**config.mk**
```make
export PLATFORM = sky130hd
export DESIGN_NAME = irq_route_regs
export DESIGN_NICKNAME = d
export VERILOG_FILES = /design/src/rtl/irq_route_pkg.sv /design/src/rtl/irq_route_decode.sv /design/src/rtl/irq_route_table.sv /design/src/rtl/irq_route_regs.sv
export SDC_FILE = /design/constraint.sdc
export NUM_CORES = 1
export LEC_CHECK = 0
export BUFFER_PORTS_ARGS = -buffer_cell sky130_fd_sc_hd__buf_2
export CORE_AREA = 8 8 650 652
export DETAILED_ROUTE_END_ITERATION = 16
export DIE_AREA = 0 0 658 660
export GPL_TIMING_DRIVEN = 0
export MAX_ROUTING_LAYER = met4
export SYNTH_ARGS = -nofsm -noshare
export SYNTH_HDL_FRONTEND = slang
export SYNTH_SLANG_ARGS = --single-unit
```
**constraint.sdc**
```tcl
create_clock -name clk -period 3.7 [get_ports clk]
set_input_delay 0.37 -clock clk [delete_from_list [all_inputs] [get_ports clk]]
set_output_delay 0.37 -clock clk [all_outputs]
set_load 0.03 [all_outputs]
```
**src/rtl/irq_route_pkg.sv**
```systemverilog
package irq_route_pkg;
  localparam int unsigned ENT_W = 64;
  localparam int unsigned RIRR_BIT = 14;
  localparam int unsigned BUSY_BIT = 12;
  localparam int unsigned TRIG_BIT = 15;
  localparam logic [ENT_W-1:0] RW_MASK = 64'hFF00_0000_0001_AFFF;
  localparam logic [ENT_W-1:0] ENT_RESET = 64'h0000_0000_0001_0000;

  localparam logic [7:0] OFF_SEL = 8'h00;
  localparam logic [7:0] OFF_WIN = 8'h10;
  localparam logic [7:0] OFF_EOI = 8'h40;

  localparam logic [7:0] SEL_ID  = 8'h00;
  localparam logic [7:0] SEL_VER = 8'h01;
  localparam logic [7:0] SEL_ARB = 8'h02;

  localparam int unsigned ID_W = 4;
  localparam int unsigned ID_LSB = 24;

  typedef enum logic [2:0] {
    RK_NONE,
    RK_ID,
    RK_VER,
    RK_ARB,
    RK_TBL
  } reg_kind_e;
endpackage

```
**src/rtl/irq_route_decode.sv**
```systemverilog
module irq_route_decode
  import irq_route_pkg::*;
#(
  parameter int unsigned NPINS = 24,
  localparam int unsigned IDX_W = $clog2(NPINS)
) (
  input  logic [7:0]       off,
  input  logic [7:0]       sel,
  output logic             is_sel,
  output logic             is_win,
  output logic             is_eoi,
  output reg_kind_e        kind,
  output logic             tbl_upper,
  output logic [IDX_W-1:0] tbl_idx
);
  logic [6:0] rel_idx;
  logic       in_tbl;

  assign is_sel = (off == OFF_SEL);
  assign is_win = (off == OFF_WIN);
  assign is_eoi = (off == OFF_EOI);

  assign rel_idx   = sel[7:1] - 7'h08;
  assign in_tbl    = (sel[7:1] >= 7'h08) && (rel_idx < 7'(NPINS));
  assign tbl_upper = sel[0];
  assign tbl_idx   = rel_idx[IDX_W-1:0];

  always_comb begin
    if (sel == SEL_ID)       kind = RK_ID;
    else if (sel == SEL_VER) kind = RK_VER;
    else if (sel == SEL_ARB) kind = RK_ARB;
    else if (in_tbl)         kind = RK_TBL;
    else                     kind = RK_NONE;
  end
endmodule

```
**src/rtl/irq_route_table.sv**
```systemverilog
module irq_route_table
  import irq_route_pkg::*;
#(
  parameter int unsigned NPINS = 24,
  localparam int unsigned IDX_W = $clog2(NPINS)
) (
  input  logic                   clk,
  input  logic                   rst_n,
  input  logic                   wr_en,
  input  logic [IDX_W-1:0]       wr_idx,
  input  logic                   wr_upper,
  input  logic [31:0]            wr_data,
  input  logic [NPINS-1:0]       rirr_set,
  input  logic [NPINS-1:0]       rirr_clr,
  input  logic [NPINS-1:0]       pin_busy,
  input  logic [IDX_W-1:0]       rd_idx,
  input  logic                   rd_upper,
  output logic [31:0]            rd_half,
  output logic [NPINS*ENT_W-1:0] table_flat
);
  logic [ENT_W-1:0] ent_view [NPINS];

  for (genvar i = 0; i < NPINS; i++) begin : g_ent
    logic [ENT_W-1:0] rw_q;
    logic             rirr_q;
    logic [ENT_W-1:0] merged;
    logic             hit;
    logic             rirr_d;

    assign hit    = wr_en && (wr_idx == IDX_W'(i));
    assign merged = wr_upper ? {wr_data, rw_q[31:0]} : {rw_q[63:32], wr_data};

    always_comb begin
      rirr_d = (rirr_q && !rirr_clr[i]) || rirr_set[i];
      if (hit && !merged[TRIG_BIT]) rirr_d = 1'b0;
    end

    always_ff @(posedge clk or negedge rst_n) begin
      if (!rst_n) begin
        rw_q   <= ENT_RESET;
        rirr_q <= 1'b0;
      end else begin
        if (hit) rw_q <= merged & RW_MASK;
        rirr_q <= rirr_d;
      end
    end

    assign table_flat[i*ENT_W +: ENT_W] = rw_q | (ENT_W'(rirr_q) << RIRR_BIT);
    assign ent_view[i] = table_flat[i*ENT_W +: ENT_W] | (ENT_W'(pin_busy[i]) << BUSY_BIT);
  end

  always_comb begin
    rd_half = '0;
    for (int i = 0; i < NPINS; i++) begin
      if (rd_idx == IDX_W'(i)) rd_half = rd_upper ? ent_view[i][63:32] : ent_view[i][31:0];
    end
  end
endmodule

```
**src/rtl/irq_route_regs.sv**
```systemverilog
module irq_route_regs
  import irq_route_pkg::*;
#(
  parameter int unsigned NPINS = 24,
  parameter logic [7:0]  VERSION = 8'h20,
  localparam int unsigned IDX_W = $clog2(NPINS)
) (
  input  logic                   clk,
  input  logic                   rst_n,
  input  logic                   req_valid,
  output logic                   req_ready,
  input  logic                   req_write,
  input  logic [7:0]             req_addr,
  input  logic                   req_full,
  input  logic [31:0]            req_wdata,
  output logic                   rsp_valid,
  input  logic                   rsp_ready,
  output logic [31:0]            rsp_rdata,
  input  logic [NPINS-1:0]       pin_busy,
  input  logic [NPINS-1:0]       rirr_set,
  input  logic [NPINS-1:0]       rirr_clr,
  output logic [NPINS*ENT_W-1:0] table_flat,
  output logic                   ent_chg_valid,
  output logic [IDX_W-1:0]       ent_chg_idx,
  output logic                   eoi_valid,
  output logic [7:0]             eoi_vector
);
  localparam logic [31:0] VER_WORD = 32'(VERSION) | (32'(NPINS - 1) << 16);
  localparam bit EOI_ON = (VERSION == 8'h20);

  logic [7:0]      sel_q;
  logic [ID_W-1:0] id_q;
  logic            acc, is_sel, is_win, is_eoi, tbl_upper;
  logic            win_wr, tbl_we, eoi_fire;
  reg_kind_e       kind;
  logic [IDX_W-1:0] tbl_idx;
  logic [31:0]     tbl_half, rd_data, id_word;

  assign req_ready = !rsp_valid || rsp_ready;
  assign acc       = req_valid && req_ready;

  irq_route_decode #(.NPINS(NPINS)) u_dec (
    .off(req_addr), .sel(sel_q), .is_sel(is_sel), .is_win(is_win), .is_eoi(is_eoi),
    .kind(kind), .tbl_upper(tbl_upper), .tbl_idx(tbl_idx)
  );

  assign win_wr   = acc && req_write && req_full && is_win;
  assign tbl_we   = win_wr && (kind == RK_TBL);
  assign eoi_fire = acc && req_write && req_full && is_eoi && EOI_ON;

  irq_route_table #(.NPINS(NPINS)) u_tbl (
    .clk(clk), .rst_n(rst_n), .wr_en(tbl_we), .wr_idx(tbl_idx), .wr_upper(tbl_upper),
    .wr_data(req_wdata), .rirr_set(rirr_set), .rirr_clr(rirr_clr), .pin_busy(pin_busy),
    .rd_idx(tbl_idx), .rd_upper(tbl_upper), .rd_half(tbl_half), .table_flat(table_flat)
  );

  assign id_word = 32'(id_q) << ID_LSB;

  always_comb begin
    rd_data = '0;
    if (is_sel) begin
      rd_data = {24'h0, sel_q};
    end else if (is_win && req_full) begin
      unique case (kind)
        RK_ID, RK_ARB: rd_data = id_word;
        RK_VER:        rd_data = VER_WORD;
        RK_TBL:        rd_data = tbl_half;
        default:       rd_data = '0;
      endcase
    end
  end

  always_ff @(posedge clk or negedge rst_n) begin
    if (!rst_n) begin
      sel_q         <= '0;
      id_q          <= '0;
      rsp_valid     <= 1'b0;
      rsp_rdata     <= '0;
      ent_chg_valid <= 1'b0;
      ent_chg_idx   <= '0;
      eoi_valid     <= 1'b0;
      eoi_vector    <= '0;
    end else begin
      if (acc && req_write && is_sel) sel_q <= req_wdata[7:0];
      if (win_wr && kind == RK_ID) id_q <= req_wdata[ID_LSB +: ID_W];
      if (acc && !req_write) begin
        rsp_valid <= 1'b1;
        rsp_rdata <= rd_data;
      end else if (rsp_ready) begin
        rsp_valid <= 1'b0;
      end
      ent_chg_valid <= tbl_we;
      if (tbl_we) ent_chg_idx <= tbl_idx;
      eoi_valid <= eoi_fire;
      if (eoi_fire) eoi_vector <= req_wdata[7:0];
    end
  end
endmodule

```
### After elaboration in Yosys (flattened, before gate mapping)

Cells that the tools add are included.

* flip-flop bits (word level): 636
* ROM bits: 0
* latch bits: 0
* word-level logic and storage cells: 503
* bits of input ports: 118
* bits in writable memories: 0
* output and inout port bits: 1585
* memories kept: 0

* reduce and logical (&&, ||, !) cells: 211
* multiply operators: 0
* shift operators: 0
* mux-type cells: 105
* bitwise operators: 49
* equal/unequal tests: 31
* add/sub/neg operators: 1
* $lt $le $gt $ge: 2
* divide/modulo/power cells: 0

Operators with widths (number)
* $mux W32: 50
* $or A64 B13 Y64: 24
* $or A64 B15 Y64: 24
* $mux W16: 24
* $pmux W32 S3: 1
* $reduce_and A2 Y1: 48
* $logic_and A1 B1 Y1: 83
* $logic_not A1 Y1: 50
* $eq A5 B4 Y1 const B: 8
* $eq A5 B5 Y1 const B: 8
* $mux W1: 26
* $logic_or A1 B1 Y1: 25
* $eq A5 B3 Y1 const B: 4
* $logic_not A8 Y1: 2
* $mux W3: 4
* $eq A5 B2 Y1 const B: 2
* $eq A8 B1 Y1 const B: 1
* $eq A8 B2 Y1 const B: 1
* $eq A8 B5 Y1 const B: 1
* $eq A8 B7 Y1 const B: 1
* $ge A7 B4 Y1 const B: 1
* $lt A7 B5 Y1 const B: 1
* $sub A7 B4 Y7 const B: 1
* $eq A3 B2 Y1 const B: 2
* other kinds (7): 7

### Longest topological paths before layout

Gate-level depths: netlist of the first run.

* depth after elaboration: 30
* depth in mapped cells: 15
* mapped depth without buffers: 9

### Hierarchy

Synthesis of the first run repeated with hierarchy kept, for this count alone.

* cells, all modules: 3295
* area, all modules: 36687.7 µm²

Modules (own cells, without submodules)
* irq_route_table: cells an instance 3067, times used 1, area an instance 33963.8 µm²
* irq_route_regs: cells an instance 201, times used 1, area an instance 2548.7 µm²
* irq_route_decode: cells an instance 27, times used 1, area an instance 175.2 µm²

### Worst setup path after synthesis of the first run

OpenSTA, ideal clock, no wires.

* kind: flip-flop to flip-flop
* from: register sel_q[4]
* to: register u_tbl.g_ent[19].rw_q[10]
* arrival time: 2989 ps
* data required time: 3575 ps
* stages on the path, launching flop included: 11
* setup slack: 586 ps
* cells stage by stage: dfrtp_1 buf_2 inv_1 ha_1 buf_2 or4b_2 nor2_1 buf_2 nand2_1 clkbuf_1 mux2_2

* longest elaborated chain between the ends: 11
* elaborated cells between the ends (all ways): 16
* classes of those cells: add/sub: 1; order compare: 2; eq/ne: 4; mux: 4; reduce/logical: 5

Ends and longest elaborated chain
* from (decl): line irq_route_regs.sv:31 `logic [7:0] sel_q;`
* from (signal assigned): line irq_route_regs.sv:84 `if (acc && req_write && is_sel) sel_q <= req_wdata[7:0];`
* $sub A7 B4 Y7 (*): line irq_route_decode.sv:23 `assign rel_idx = sel[7:1] - 7'h08;`
* net tbl_idx[3]: line irq_route_regs.sv:36 `logic [IDX_W-1:0] tbl_idx;`
* $lt A7 B5 Y1: line irq_route_decode.sv:24 `assign in_tbl = (sel[7:1] >= 7'h08) && (rel_idx < 7'(NPINS));`
* $logic_and A1 B1 Y1: line irq_route_decode.sv:24
* $mux W3: line irq_route_decode.sv:32 `else if (in_tbl) kind = RK_TBL;`
* $mux W3: line irq_route_decode.sv:31 `else if (sel == SEL_ARB) kind = RK_ARB;`
* $mux W3: line irq_route_decode.sv:30 `else if (sel == SEL_VER) kind = RK_VER;`
* $mux W3: line irq_route_decode.sv:29 `if (sel == SEL_ID) kind = RK_ID;`
* $eq A3 B3 Y1: line irq_route_regs.sv:48 `assign tbl_we = win_wr && (kind == RK_TBL);`
* $logic_and A1 B1 Y1: line irq_route_regs.sv:48
* $logic_and A1 B1 Y1 (*): line irq_route_table.sv:30 `assign hit = wr_en && (wr_idx == IDX_W'(i));`
* $reduce_and A2 Y1 (no source line) (*)
* to (signal assigned): line irq_route_table.sv:43 `if (hit) rw_q <= merged & RW_MASK;`
* to (decl): line irq_route_table.sv:24 `logic [ENT_W-1:0] rw_q;`

The timed path passes the listed nets; every way through them passes the cells marked *.
A chain may end at the register's enable or synchronous reset.

### Worst setup path after layout of the first run

* from: register sel_q[1]
* to: register rsp_rdata[8]

* longest elaborated chain between the ends: 29
* elaborated cells between the ends (all ways): 67
* classes of those cells: add/sub: 1; order compare: 2; eq/ne: 29; mux: 31; reduce/logical: 4

Ends and longest elaborated chain
* $sub A7 B4 Y7: line irq_route_decode.sv:23
* $logic_not A5 Y1: line irq_route_table.sv:55 `if (rd_idx == IDX_W'(i)) rd_half = rd_upper ? ent_view[i][63:32] : ent_view[i][31:0];`
* $mux W32 (24 in series): line irq_route_table.sv:55
* $pmux W32 S3 (*): line irq_route_regs.sv:64 `unique case (kind)`
* $mux W32 (*): line irq_route_regs.sv:63 `end else if (is_win && req_full) begin`
* $mux W32 (*): line irq_route_regs.sv:61 `if (is_sel) begin`
* to (signal assigned): line irq_route_regs.sv:88 `rsp_rdata <= rd_data;`
* to (decl): line irq_route_regs.sv:18 `output logic [31:0] rsp_rdata,`

Every way passes the cells marked *; elsewhere a longest branch is shown, timed or not.

==> metrics.md, run 1 <==
| Metric | Value |
|---|---|
| Largest net degree at the start of global routing | `109` |
| Seq/Total Area, Yosys | `42.00%` |
| Non-Filler Instances | `10,970` |
| Max-slew violations | `0` |
| Ys Warns | `0` |
| Cell with the most instances after synthesis | `buf_4` |
| CTS Root Cell | `clkbuf_16` |
| Inserted Clock Buffers | `71` |
| Crit Path Class | `register to register` |
| First-pass GRT wire length | `381,500 um` |
| Die X | `658 um` |
| # DRC | `0` |
| Max Freq | `0.2651 GHz` |
| Fraction of layout cells with a size suffix above 1 | `50.78%` |
| Failing checks | `setup timing` |
| Fin worst setup slack | `-0.07247 ns` |
| CTS clk-pin slew, worst paths | `0.07 ns` |
| Via density | `3.149` |
| Lkg Pwr | `29.48 nW` |
| Initial Util | `9.130%` |
| Total grt overflow | `0` |
| CP max FO | `10` |
| Avg Cell Area, Syn | `10.59 um2` |
| Main area contributors after synthesis | `dfrtp_1 (40%), buf_4 (20%), mux2_2 (17%)` |
| Placed Instances | `10,740` |
| Post-synth top area share | `40.32%` |
| Hold Path Class | `input pin to register` |
| Worst EP required | `4.31 ns` |
| Number of distinct library cells after synthesis | `78` |
| Worst reg2reg setup slack | `-0.07 ns` |
| Pwr/cell area | `324.4 nW/um2` |
| Number of DRC markers in iteration 0 | `3,262` |
| Asr flop ratio synth | `100.0%` |
| Fin nets | `5,538` |
| IO buf count | `728` |
| Slew Limit Headroom | `2.576%` |
| Biggest area consumer among synthesized cells | `dfrtp_1` |
| DRT Pass-1 Iters | `5` |
| Std cell rows | `236` |
| Cell count after synthesis | `3,551` |
| Final hold vios | `0` |
| Mapped cell area | `37,610 um2` |
| Antenna violations before repair | `26` |
| Post-DP Area | `approximately 52,000 um2` |
| CTS H-tree lvls | `3` |
| Max-cap violations | `0` |
| CTS tree | `built` |
| IO Pins | `1,703` |
| Clock sinks | `630` |
| #FFs+latches synth | `630` |
| Design Area, Final | `between 50,000 and 60,000 um2` |
| Routed Antenna Nets | `0` |
| Vias in the first global route | `roughly 33,000` |
| CP Launch Type | `register` |
| CP Capture Type | `register` |
| Total track usage | `about 14%` |
| Die height | `around 660 um` |
| Routability cong. | `0.9527` |
| Final wirelength | `a little over 300,000 um` |
| Clock period minus worst slack | `3.772 ns` |
| Pre-CTS setup slack | `-2.330 ns` |
| Wire per inst | `28.18 um` |
| Clock buffer depth | `3` |
| RSZ-0062 raised after global routing | `true` |
| Die area | `434,300 um2` |
| Peak VDD IR | `0.3399 mV` |
| Vias | `around 35,000` |
| Outcome | `finished with violations` |
| Post-synth EDFFs | `0` |
| Hpwl dp | `267,900 um` |
| Final period util | `102.0%` |
| Core footprint | `~410,000 um2` |
| Worst skew pair latency | `approximately 0.7 ns` |
| Synth cell count leaders | `buf_4 (997), dfrtp_1 (606), mux2_2 (562), a21oi_1 (222), nand2_1 (151)` |
| CP Data Arrival Time | `4.38 ns` |
| Primary FF master, synth | `dfrtp_1` |
| Area delta synth->final | `51.13%` |
| Clk_skew | `around 0.043 ns` |
| Worst-Margin Slew | `around 1.5 ns` |
| Setup Viol. Count Final | `9` |
| Final hold slack | `0.04791 ns` |
==> critical path, cell delays in order, from the launching register on <==
cell and delay [ns]:
dfrtp_1 0.42, clkbuf_1 0.41, buf_2 0.38, buf_2 0.40, buf_2 0.57, o221ai_1 0.27
a21oi_1 0.33, o21ai_0 0.17, a211oi_2 0.44, o2111ai_1 0.19, nand3_1 0.14
==> final cells by class <==
type	count	area (um2)
clock buffer	98	2059
tap	5474	6849
multi-input combinational	2657	17810
buffer	1189	8706
timing repair buffer	837	4866
inverter	32	123.9
antenna	22	55.05
clock inverter	34	569.3
sequential	630	15800
fill	46860	355100
==> worst paths after layout <==
kind,from,endpoint,depth (start not counted)
worst max-delay path,sel_q[1]$_DFFE_PN0P_,rsp_rdata[8]$_DFFE_PN0P_,10
worst min-delay path,rirr_clr[5],u_tbl.g_ent[5].rirr_q$_DFF_PN0_,4
worst max register to register,sel_q[1]$_DFFE_PN0P_,rsp_rdata[8]$_DFFE_PN0P_,10
worst min register to register,ent_chg_idx[0]$_DFFE_PN0P_,ent_chg_idx[0]$_DFFE_PN0P_,2
max in group asynchronous,rst_n,u_tbl.g_ent[18].rw_q[61]$_DFFE_PN0P_,5
min in group asynchronous,rst_n,eoi_vector[3]$_DFFE_PN0P_,2
==> flip-flops by register name, indices dropped and copies added, names as in the netlist <==
signal and cells:
eoi_vector 8, id_q 4, sel_q 8, ent_chg_idx 5
u_tbl.g_ent.rirr_q 24, rsp_rdata 26, u_tbl.g_ent.rw_q 552, ent_chg_valid 1
eoi_valid 1, rsp_valid 1
==> kinds of logic after synthesis <==
logic type,share of synthesized area (%)
AND/OR/NAND/NOR,6.058
flip-flops,42.00
adder cells (fa/ha/maj),0.06653
buffers and inverters,22.38
AO/OA/AOI/OAI,12.40
other,0.009971
multiplexers,17.09
==> per-layer routing <==
| layer | vias to the layer above | GRT usage, % | routed length, um |
|---|---|---|---|
| met4 | 0 | 10.45 | 30900 |
| met5 | - | - | 0 |
| met2 | 2459 | 23.35 | 149600 |
| li1 | 14480 | - | - |
| met3 | 639 | 6.559 | 39660 |
| met1 | 16970 | 11.87 | 89110 |
==> repair_timing <==
action	4_1_cts	5_1_grt
gates resized for setup	272	79
setup buffers	39	7
endpoints found under the hold margin	127	0
setup endpoints to repair	584	338
pin swaps	27	12
hold buffers	35	0
gates cloned	0	1
==> cells in the final DEF, fill, tap and decap left out, types with 41 or more instances in the layout <==
cell type     n
conb_1      964
dfrtp_1     606
clkbuf_16    72
buf_2       745
a21oi_1     207
o21ai_0      53
a221o_1      44
mux2_2      562
clkbuf_1     81
nand2_1     143
a22oi_1      45
buf_4      1057
nor2_1       90
a221oi_1     41
==> per-stage QoR <==
stage	power, mW	utilization, %	TNS [ns]
2_1_floorplan	9.471	-	0
4_1_cts	18.46	13.71	0
3_3_place_gp	10.19	12.55	-8527.54
5_1_grt	18.95	13.79	-0.07424
3_5_place_dp	10.24	12.70	-527.85
6_report	18.44	13.80	-0.2496
==> power by group <==
part,switching [mW],total (mW),leakage [nW],internal (mW)
registers,0.0363,6.95,8.62,6.91
logic,2.38,3.36,19.6,0.973
clock network,3.45,8.13,1.27,4.68
total,5.87,18.4,29.5,12.6
No activity file was read; power rests on OpenSTA's default activity.
==> run 2, diff against run 1 <==
- PLACE_DENSITY: not set -> 0.3
- SKIP_CTS_REPAIR_TIMING: not set -> 1
==> metrics.md, run 2 (synthesis gave the netlist of run 1 again) <==
| Metric | Value |
|---|---|
| CTS H-tree lvls | `3` |
| M1 WL | `about 110,000 um` |
| IO buf count | `728` |
| Die height | `660 um` |
| Clock buffer depth | `3` |
| Worst skew pair latency | `0.74 ns` |
| Max Freq | `0.2587 GHz` |
| Max reg flops | `552` |
| Antenna violations before repair | `41` |
| Core footprint | `between 400,000 and 500,000 um2` |
| Met3 Routed Length | `22,770 um` |
| Top layer in use | `met4` |
| Final core occ | `between 10% and 20%` |
| IO Pins | `between 1,500 and 2,000` |
| Lkg Pwr | `29.93 nW` |
| CP Capture Type | `register` |
| RSZ-0062 raised after global routing | `true` |
| First-pass GRT wire length | `397,600 um` |
| Clk_skew | `around 0.091 ns` |
| Worst EP required | `4.34 ns` |
| Die X | `between 600 and 700 um` |
| Fin nets | `between 5,000 and 6,000` |
| Die area | `434,300 um2` |
| Outcome | `finished with violations` |
| DR WL met2 | `172,500 um` |
| Total grt overflow | `0` |
| CP max FO | `10` |
| Std cell rows | `236` |
| Filler instances | `47,090` |
| Hold Path Class | `input pin to register` |
| Max-cap violations | `0` |
| Slew Limit Headroom | `3.046%` |
| Inserted Clock Buffers | `85` |
| Via density | `~3` |
| Vias | `33,570` |
| Total track usage | `14.45%` |
| Commonest non-fill, non-tap cell in the layout | `buf_4` |
| DRT Pass-1 Iters | `8` |
| CTS clk-pin slew, worst paths | `0.07 ns` |
| CTS Root Cell | `clkbuf_16` |
| Max-slew violations | `0` |
| Pre-CTS setup slack | `-3.633 ns` |
| Fin worst setup slack | `-0.1660 ns` |
| Final period util | `104.5%` |
| Area delta synth->final | `53.35%` |
| CP Launch Type | `register` |
| Crit Path Class | `register to register` |
| Initial Util | `9.130%` |
| Setup Viol. Count Final | `6` |
| Clock period minus worst slack | `3.866 ns` |
| Failing checks | `hold timing, setup timing` |
| Wire per inst | `29.37 um` |
| Peak VDD IR | `0.3123 mV` |
| Commonest non-fill, non-tap cells in the layout | `buf_4 (1,063), conb_1 (964), buf_2 (759)` |
| Final hold slack | `-0.0001475 ns` |
| Largest reg by FF count | `u_tbl.g_ent.rw_q` |
| Hpwl dp | `276,300 um` |
| Final Power | `19.69 mW` |
| Final wirelength | `323,400 um` |
| Fraction of layout cells with a size suffix above 1 | `51.88%` |
| Routed Antenna Nets | `0` |
| Largest net degree at the start of global routing | `106` |
| Setup TNS | `-0.5369 ns` |
| Number of DRC markers in iteration 0 | `1,869` |
| Pwr/cell area | `approximately 340 nW/um2` |
| Vias in the first global route | `33,980` |
| Clock sinks | `630` |
| Regs by FF count | `u_tbl.g_ent.rw_q x552, rsp_rdata x26, u_tbl.g_ent.rirr_q x24` |
| CP Data Arrival Time | `between 4 and 5 ns` |
| CTS tree | `built` |
| Routability cong. | `0.8368` |
| # DRC | `0` |
| Worst-Margin Slew | `1.454 ns` |
| Final hold vios | `1` |
-- run 2: cell types whose count changed in the layout (fill, tap and decap cells not counted), moves of 8 or more --
cell and change:
clkbuf_16 +17, buf_2 +14, clkbuf_2 +12, buf_12 +10
clkbuf_1 -10, a221o_1 -8, a221o_2 +8
-- run 2: stage by stage --
stage / std cells / instance area, um2
after floorplan: 4514 / 41220
after global placement: 10720 / 51720
after detailed placement: 10750 / 52380
after CTS: 10900 / 55380
after global routing: 11010 / 57650
final: 11010 / 57670
-- run 2: worst max-delay path: stages, from the launching register on --
cell and delay (ns):
dfrtp_2 0.41, buf_8 0.12, clkinvlp_4 0.12, ha_4 0.33
buf_8 0.12, buf_12 0.11, or3b_4 0.42, nor2_4 0.20
buf_12 0.19, a221oi_2 0.07, a211o_1 0.33, o211ai_1 0.92
a21oi_1 0.15, o31ai_1 0.28
-- run 2: path summary, 6_finish.rpt --
path | cells after the start | slack [ns] | end | startpoint
min | 4 | -0.0001 | u_tbl.g_ent[22].rirr_q$_DFF_PN0_ | rirr_clr[22]
max | 13 | -0.17 | rsp_rdata[2]$_DFFE_PN0P_ | sel_q[4]$_DFFE_PN0P_
max in group asynchronous | 6 | 1.03 | u_tbl.g_ent[13].rw_q[4]$_DFFE_PN0P_ | rst_n
max reg2reg | 13 | -0.17 | rsp_rdata[2]$_DFFE_PN0P_ | sel_q[4]$_DFFE_PN0P_
min in group asynchronous | 2 | 0.17 | u_tbl.g_ent[23].rw_q[56]$_DFFE_PN0P_ | rst_n
min reg2reg | 2 | 0.48 | ent_chg_idx[2]$_DFFE_PN0P_ | ent_chg_idx[2]$_DFFE_PN0P_
-- run 2: routing by layer --
layer / up-vias / track usage, %
li1: 14560 / -
met1: 17050 / 13.46
met2: 1539 / 26.99
met3: 422 / 4.042
met4: 0 / 7.334
met5: - / -
-- run 2: power breakdown --
group	internal [mW]	leakage, nW	switching (mW)	total (mW)
clock network	5.28	1.46	3.92	9.20
registers	6.92	8.62	0.0415	6.96
logic	1.00	19.8	2.53	3.53
total	13.2	29.9	6.50	19.7
-- run 2: area by class of cell --
| type | count | area, um2 | share of cell area (%) |
|---|---|---|---|
| Multi-Input combinational cell | 2657 | 18070 | 31.33 |
| Sequential cell | 630 | 15800 | 27.39 |
| Buffer | 1183 | 8632 | 14.97 |
| Tap cell | 5474 | 6849 | 11.88 |
| Timing Repair Buffer | 857 | 5144 | 8.919 |
| Clock buffer | 127 | 2526 | 4.380 |
| Clock inverter | 32 | 474.2 | 0.8223 |
| Inverter | 32 | 127.6 | 0.2213 |
| Antenna cell | 22 | 55.05 | 0.09546 |
